### src/rtl/dualModeStagePkg.sv
package dualModeStagePkg;

  typedef enum logic {
    MODE_OPEN = 1'b0,
    MODE_SHUT = 1'b1
  } idleMode_t;

  typedef struct packed {
    logic regEn;
  } ctrlStrobe_t;

endpackage

### src/rtl/stageCtrl.sv
module stageCtrl
  import dualModeStagePkg::*;
(
  input  logic        clk,
  input  logic        rstN,
  input  logic        modeReq,
  input  logic        inValid,
  input  logic        outReady,
  output logic        inReady,
  output logic        outValid,
  output logic        modeNow,
  output ctrlStrobe_t strobe
);

  logic      fullQ;
  logic      openingQ;
  idleMode_t activeQ;
  idleMode_t pendQ;

  logic accept;
  logic drain;
  logic safePoint;

  always_comb begin
    if (activeQ == MODE_OPEN) begin
      inReady = !fullQ || outReady;
    end else begin
      inReady = fullQ ? outReady : openingQ;
    end
  end

  assign accept    = inValid && inReady;
  assign drain     = fullQ && outReady;
  assign safePoint = !fullQ && !openingQ && !inValid;

  always_comb begin
    if (activeQ == MODE_OPEN) begin
      strobe.regEn = !fullQ || accept;
    end else begin
      strobe.regEn = accept;
    end
  end

  always_ff @(posedge clk) begin
    if (!rstN) begin
      fullQ    <= 1'b0;
      openingQ <= 1'b0;
      activeQ  <= MODE_OPEN;
      pendQ    <= MODE_OPEN;
    end else begin
      pendQ <= idleMode_t'(modeReq);
      if (accept) begin
        fullQ <= 1'b1;
      end else if (drain) begin
        fullQ <= 1'b0;
      end
      if (openingQ) begin
        openingQ <= !accept;
      end else begin
        openingQ <= (activeQ == MODE_SHUT) && !fullQ && inValid;
      end
      if (safePoint) begin
        activeQ <= pendQ;
      end
    end
  end

  assign outValid = fullQ;
  assign modeNow  = (activeQ == MODE_SHUT);

endmodule

### src/rtl/stageData.sv
module stageData
  import dualModeStagePkg::*;
#(
  parameter int DATA_W = 8
) (
  input  logic              clk,
  input  logic              rstN,
  input  ctrlStrobe_t       strobe,
  input  logic [DATA_W-1:0] inData,
  output logic [DATA_W-1:0] dataOut
);

  logic [DATA_W-1:0] wordQ;

  always_ff @(posedge clk) begin
    if (!rstN) begin
      wordQ <= '0;
    end else if (strobe.regEn) begin
      wordQ <= inData;
    end
  end

  assign dataOut = wordQ;

endmodule

### src/rtl/toggleCounter.sv
module toggleCounter #(
  parameter int CNT_W = 16
) (
  input  logic             clk,
  input  logic             rstN,
  input  logic             enNow,
  output logic [CNT_W-1:0] count
);

  logic             prevEn;
  logic [CNT_W-1:0] countQ;

  always_ff @(posedge clk) begin
    if (!rstN) begin
      prevEn <= 1'b1;
      countQ <= '0;
    end else begin
      prevEn <= enNow;
      if (enNow != prevEn) begin
        countQ <= countQ + 1'b1;
      end
    end
  end

  assign count = countQ;

endmodule

### src/rtl/dualModeStage.sv
module dualModeStage
  import dualModeStagePkg::*;
#(
  parameter int DATA_W = 8,
  parameter int CNT_W  = 16
) (
  input  logic              clk,
  input  logic              rstN,
  input  logic              modeReq,
  input  logic              inValid,
  output logic              inReady,
  input  logic [DATA_W-1:0] inData,
  output logic              outValid,
  input  logic              outReady,
  output logic [DATA_W-1:0] dataOut,
  output logic              modeNow,
  output logic [CNT_W-1:0]  actCount
);

  ctrlStrobe_t strobe;

  stageCtrl ctrl (
    .clk      (clk),
    .rstN     (rstN),
    .modeReq  (modeReq),
    .inValid  (inValid),
    .outReady (outReady),
    .inReady  (inReady),
    .outValid (outValid),
    .modeNow  (modeNow),
    .strobe   (strobe)
  );

  stageData #(.DATA_W(DATA_W)) dpath (
    .clk     (clk),
    .rstN    (rstN),
    .strobe  (strobe),
    .inData  (inData),
    .dataOut (dataOut)
  );

  toggleCounter #(.CNT_W(CNT_W)) activity (
    .clk   (clk),
    .rstN  (rstN),
    .enNow (strobe.regEn),
    .count (actCount)
  );

endmodule

### config.mk
export PLATFORM = sky130hd
export DESIGN_NAME = dualModeStage
export DESIGN_NICKNAME = d
export VERILOG_FILES = /design/src/rtl/dualModeStagePkg.sv /design/src/rtl/stageCtrl.sv /design/src/rtl/stageData.sv /design/src/rtl/toggleCounter.sv /design/src/rtl/dualModeStage.sv
export SDC_FILE = /design/constraint.sdc
export NUM_CORES = 1
export LEC_CHECK = 0
export ABC_AREA = 1
export BUFFER_PORTS_ARGS = -buffer_cell sky130_fd_sc_hd__buf_2
export CAP_MARGIN = 15
export CORE_MARGIN = 1
export CORE_UTILIZATION = 55
export CTS_BUF_LIST = sky130_fd_sc_hd__clkbuf_4 sky130_fd_sc_hd__clkbuf_8
export DETAILED_ROUTE_END_ITERATION = 8
export HOLD_SLACK_MARGIN = 0.1
export PLACE_DENSITY = 0.95
export SYNTH_ARGS = -nofsm -noshare
export SYNTH_HDL_FRONTEND = slang
export SYNTH_SLANG_ARGS = --single-unit
### constraint.sdc
create_clock -name clk -period 2.35 [get_ports clk]
set_input_delay 0.235 -clock clk [delete_from_list [all_inputs] [get_ports clk]]
set_output_delay 0.235 -clock clk [all_outputs]
set_load 0.02 [all_outputs]
==> out/metrics.yaml, run 1 <==
run_status:
  status: "finished, final reports clean"
sta:
  tightestPinTransition_ns: 0.518
  max_freq_mhz: 628
  relSlewSlack_pct: 65.2
  slew_viol_final: 0
  hold_viol: 0
  min_period_over_period_pct: 67.8
  rsz0062_at_grt: "no"
  finalSetupViolCount: 0
  fin_setup_tns_ns: 0
  skew_ns: 0.00962
  fin_crit_ns: 1.59
critical_path:
  crit_chain: "nor2_2 -> nand2_2 -> nand3_4 -> nand2_2 -> nand2_2 -> nand2_2 -> nand2_1 -> a21oi_1"
  crit_required_ns: 2.60
  endpoint_kind: "register"
  crit_path_max_incr_delay_ns: 0.40
  ff2ff_path_depth: 8
  crit_type: "register to register"
  worstSetupStartpointType: "register"
  crit_top_cell: "nand2_2"
  reg2reg_slack_ns: 0.76
  reg2reg_from: "ctrl.outValid"
  cp_slowest_cell: "dfxtp_1"
  crit_fanout: 11
  r2r_end: "activity.count[13]"
  arrival_ns: 1.84
hold_path:
  worstHoldStart: "inData[4]"
  holdPathEnd: "dpath.dataOut[4]"
  hold_class: "input port to register"
  min_path_cells: 3
synth:
  yosysWarnings: 0
  synthCells: 225
  synth.top_cell.area_share_pct: 37.9
  syn_avg_cell_area_um2: 6.81
  netlist_area_um2: 1530
  ys_seq_elements: 29
  ys_seq_area_share_pct: 37.9
  synth_cell_types: 23
  synth_area_leader_cell: "dfxtp_1"
  synth_area_leaders: "dfxtp_1, nand2_1, nor2_1"
  synth_nets: 239
global_routing:
  grt_max_degree: 18
  antenna_found_initial: 0
  gr-usage-met3_pct: 7.50
  grt_pass1_vias: 1364
  grt_first_pass_wirelength_mm: 5.76
  grt-busiest-layer: "met2"
  overflow: 0
  met2_usage_pct: 48.6
  grt_util_met1_pct: 31.3
  grtUsageTotal_pct: 27.5
final_layout:
  syn2layout_area_growth_pct: 19.9
  fill_cells: 217
  layout-drive-gt1-share_pct: 23.3
  insertedDiodeCount: 0
  fin_nets: 283
detailed_routing:
  ant_nets: 0
  post_drt_wl_per_cell_um: 11.6
  drtIter0Drc: 22
  wirelength_mm: 3.49
  firstDrtPassIters: 5
  vias: 1617
  viasPerCell: 5.39
  route.detailed.drc: 0
pwr:
  internal-power_uw: 827
  powerDensity_nw_per_um2: 610
  power.leakage_uw: 0.000801
  p_total_uw: 1120
  max-vdd-ir-drop_mv: 0.476
  p_comb_share_pct: 13.9
  power.net_switching_uw: 293
  power.share.clock_pct: 39.0
  power.share.sequential_pct: 47.1
  sw_frac_of_total_pct: 26.2
clocking:
  cts_resized: 0
  ctsLongestPathBuffers: 2
  insertion_delay_ns: 0.33
  clk_pin_slew_ns: 0.09
  cts_max_level: 2
  cts_made_buffers: 5
  cts_root_buffer: "clkbuf_4"
  cts_tree: "done"
  clock_sinks: 29
die:
  die_area_um2: 3000
  rows: 18
  ios: 40
  start_util_pct: 60.2
  die_width_um: 54.8
  die_h_um: 54.8
  core_um2: 2540
placement:
  dp_hpwl_mm: 2.49
  gp_congestion: 0.870
  io_buffers: 39
flow_run:
  maxCapViolCount: 0
==> power groups by stage <==
stage               Sequential [uW]  Clock (uW)  Combinational [uW]
floorplan                       560           0                86.9
global placement                538           0                 150
detailed placement              538           0                 156
CTS                             527         445                 157
global route                    531         469                 174
finish                          528         437                 156
==> state kept, by name (all words and copies together) (netlist names) <==
register and cells:
ctrl.openingQ 1, activity.count 16, ctrl.modeNow 1, ctrl.pendQ 1, ctrl.outValid 1, activity.prevEn 1, dpath.dataOut 8
==> synth_stat cells, drive strengths merged <==
library cell / number
a21oi: 17
a22oi: 1
buf: 3
clkinv: 1
dfxtp: 29
ha: 1
inv: 18
nand2: 68
nand3: 26
nand3b: 2
nand4: 6
nor2: 38
o21ai: 11
or2: 1
xor2: 3
==> routing by layer <==
| metal | part of all wire (%) | up-vias |
|---|---|---|
| met4 | 1.3 | 0 |
| met5 | 0 | - |
| li1 | - | 820 |
| met2 | 49 | 47 |
| met1 | 44 | 743 |
| met3 | 4.9 | 7 |
==> how the worst max path moves through the flow <==
| stage | start | to | slack (ns) | depth (start not counted) |
|---|---|---|---|---|
| floorplan | activity.count[0] | activity.count[4] | 0.89 | 6 |
| finish | ctrl.outValid | activity.count[13] | 0.76 | 8 |
| CTS | ctrl.outValid | activity.count[13] | 0.77 | 8 |
| global placement | ctrl.outValid | activity.count[13] | 0.81 | 8 |
| global route | ctrl.outValid | activity.count[13] | 0.54 | 8 |
| detailed placement | ctrl.outValid | activity.count[9] | 0.79 | 8 |
==> layout make-up <==
type	count	area [um2]	area share [%]
Clock inverter	1	30.0	1.63
Clock buffer	7	58.8	3.20
Timing Repair Buffer	40	205	11.2
Inverter	19	71.3	3.88
Sequential cell	29	581	31.6
Tap cell	30	37.5	2.04
Multi-Input combinational cell	174	855	46.5
==> timing repair <==
| item | 4_1_cts | 5_1_grt |
|---|---|---|
| hold buffers | 1 | 0 |
| setup buffers | 0 | 0 |
| hold endpoints to repair | 1 | 0 |
==> critical path: cells and delay by family, from the launching register on <==
kind	cells	cell delay, ns
simple gates	7	0.99
flops	1	0.40
compound gates	1	0.12
==> cell usage in the layout, fill, tap and decap left out, types with 2 or more instances in the layout <==
cell type	count
nand2_1	60
buf_2	39
nor2_1	35
dfxtp_1	29
nand3_1	23
inv_1	17
a21oi_1	16
o21ai_0	11
nand2_2	6
nand4_1	6
clkbuf_4	6
nor2_2	3
xor2_1	3
nand3_2	2
nand2_8	2
nand3b_1	2
==> stage by stage <==
step | utilization [%] | setup slack, ns | area (um2) | hold slack [ns] | std cells
2_1_floorplan | - | 0.887 | 1530 | 0.333 | 225
3_3_place_gp | 68.3 | 0.810 | 1740 | 0.419 | 291
3_5_place_dp | 68.3 | 0.788 | 1740 | 0.442 | 291
4_1_cts | 72.2 | 0.767 | 1840 | 0.114 | 300
5_1_grt | 72.2 | 0.542 | 1840 | 0.119 | 300
6_report | 72.2 | 0.757 | 1840 | 0.121 | 300
==> cell families (layout without fill, tap and decap cells) <==
logic type	count (synthesis)	after routing	share of synthesized area, %
buffers and inverters	22	67	6.37
adder cells (fa/ha/maj)	1	1	0.816
AO/OA/AOI/OAI	29	29	9.88
XOR/XNOR	3	3	1.71
flip-flops	29	29	37.9
AND/OR/NAND/NOR	141	141	43.3
Power figures use the tool's default switching activity.
==> run 2: changes to the inputs <==
--- a/config.mk
+++ b/config.mk
@@ -9,11 +9,11 @@
 export BUFFER_PORTS_ARGS = -buffer_cell sky130_fd_sc_hd__buf_2
 export CAP_MARGIN = 15
 export CORE_MARGIN = 1
-export CORE_UTILIZATION = 55
+export CORE_UTILIZATION = 49
 export CTS_BUF_LIST = sky130_fd_sc_hd__clkbuf_4 sky130_fd_sc_hd__clkbuf_8
 export DETAILED_ROUTE_END_ITERATION = 8
 export HOLD_SLACK_MARGIN = 0.1
-export PLACE_DENSITY = 0.95
+export PLACE_DENSITY = 0.9
 export SYNTH_ARGS = -nofsm -noshare
 export SYNTH_HDL_FRONTEND = slang
 export SYNTH_SLANG_ARGS = --single-unit
==> constraint.sdc (replaced) <==
create_clock -name clk -period 1.3 [get_ports clk]
set_input_delay 0.13 -clock clk [delete_from_list [all_inputs] [get_ports clk]]
set_output_delay 0.13 -clock clk [all_outputs]
set_load 0.02 [all_outputs]
==> run 2 against run 1 <==
The flow now finishes with violations (design-rule violations, negative setup slack); hold slack improved by 0.0090 ns; combinational power rose to 2.6 times the previous value; register-to-register slack lost 0.78 ns; final cell count grew 12%; utilization rose by 7.6 points; non-clock buffer count up 34; clock skew is 0.0025 ns lower; total power up 92%; critical endpoint is now activity.count[5]; largest cell class unchanged.
==> out/metrics.yaml, run 2 (same netlist as run 1, synthesis figures left out) <==
final_layout:
  largest_reg_flops: 16
  layout-drive-gt1-share_pct: 39.1
  fin_nets: 317
  insertedDiodeCount: 0
  mostFrequentLayoutCell: "nand2_1"
  final_cell_mix: "nand2_1, buf_2, nor2_1"
  syn2layout_area_growth_pct: 48.6
die:
  start_util_pct: 53.7
  die_width_um: 57.9
  core_um2: 2850
  ios: 40
  die_area_um2: 3360
  rows: 19
  die_h_um: 57.9
clocking:
  insertion_delay_ns: 0.33
  cts_tree: "done"
  clk_pin_slew_ns: 0.09
  cts_max_level: 2
  cts_root_buffer: "clkbuf_4"
  cts_made_buffers: 5
  clock_sinks: 29
  ctsLongestPathBuffers: 2
critical_path:
  crit_path_max_incr_delay_ns: 0.39
  crit_required_ns: 1.52
  worstSetupStartpointType: "register"
  crit_fanout: 4
  cp_slowest_cell: "dfxtp_4"
  crit_type: "register to register"
  crit_chain: "buf_4 -> nand3_1 -> buf_4 -> o21ai_0 -> nand2_1 -> nand3_1 -> a21oi_1"
  endpoint_kind: "register"
  arrival_ns: 1.54
pwr:
  internal-power_uw: 1550
  sw_frac_of_total_pct: 28.0
  p_comb_share_pct: 19.1
  power.share.clock_pct: 36.4
  power.leakage_uw: 0.000989
  power.share.sequential_pct: 44.6
  max-vdd-ir-drop_mv: 0.879
  powerDensity_nw_per_um2: 945
  power.net_switching_uw: 603
  p_total_uw: 2150
detailed_routing:
  route.detailed.drc: 2
  viasPerCell: 5.31
  wirelength_mm: 4.53
  post_drt_wl_per_cell_um: 13.5
  firstDrtPassIters: 6
  drtIter0Drc: 81
  ant_nets: 0
  vias: 1779
sta:
  skew_ns: 0.00712
  finalSetupViolCount: 1
  min_period_over_period_pct: 102
  slew_viol_final: 0
  tightestPinTransition_ns: 0.268
  max_freq_mhz: 756
  fin_crit_ns: 1.32
  rsz0062_at_grt: "yes"
  setup_slack_ns: -0.0220
  hold_viol: 0
  relSlewSlack_pct: 82.1
placement:
  io_buffers: 39
  pre_cts_ws_ns: -0.0770
  gp_congestion: 0.847
  dp_hpwl_mm: 2.84
global_routing:
  antenna_found_initial: 0
  grt_util_met1_pct: 31.5
  gr-usage-met3_pct: 7.81
  met2_usage_pct: 46.1
  grt_max_degree: 18
  grt-busiest-layer: "met2"
  grt_first_pass_wirelength_mm: 6.83
  grt_pass1_vias: 1609
  overflow: 0
  grtUsageTotal_pct: 26.6
hold_path:
  hold_class: "input port to register"
run_status:
  status: "finished, violations left"
  violations: "design-rule violations, negative setup slack"
flow_run:
  maxCapViolCount: 0
-- run 2: repair_timing --
item	CTS	global route
setup buffers	1	3
hold buffers	10	0
endpoints found under the setup margin	25	25
hold endpoints to repair	11	0
pin swaps	2	7
resized for setup	11	31
-- run 2: layout make-up --
type	instances	area [um2]
fillers	191	576
flip-flops and latches	29	601
inverters	19	73.8
multi-input cells	174	970
clock buffers	6	51.3
repair buffers	74	505
clock inverters	2	37.5
well taps	31	38.8
-- run 2: final timing paths --
| check | from | end | slack, ns | cells after the start |
|---|---|---|---|---|
| setup / recovery | activity.count[0] | activity.count[5] | -0.02 | 7 |
| hold / removal | inValid | ctrl.openingQ | 0.13 | 3 |
| setup reg to reg | activity.count[0] | activity.count[5] | -0.02 | 7 |
| hold reg to reg | ctrl.pendQ | ctrl.modeNow | 0.50 | 2 |
-- run 2: critical path, delay by kind of cell (launching register included) --
family	cells	cell delay, ns
buf+inv	2	0.30
compound gates	2	0.25
flops	1	0.39
simple gates	3	0.28
-- run 2: power groups by stage --
| stage | Combinational (uW) | Clock, uW | Sequential [uW] |
|---|---|---|---|
| finish | 411 | 782 | 959 |
| global route | 442 | 835 | 962 |
| CTS | 362 | 793 | 955 |
| detailed placement | 320 | 0 | 975 |
| global placement | 308 | 0 | 973 |
| floorplan | 158 | 0 | 1020 |
-- run 2: through the flow --
stage	utilization (%)	cells	setup TNS (ns)	area [um2]	hold WS, ns
global route	79.8	335	-0.569	2280	0.155
CTS	75.2	332	0	2140	0.125
detailed placement	67.1	313	-0.649	1920	0.323
finish	79.8	335	-0.0220	2280	0.130
global placement	67.1	313	-0.0398	1920	0.313
floorplan	-	225	-0.0476	1550	0.228
-- run 2: routing by layer --
metal  routed length, um  vias to the layer above
li1                    -                      893
met1                1940                      817
met2                2280                       62
met3                 250                        7
met4                  51                        0
met5                   0                        -
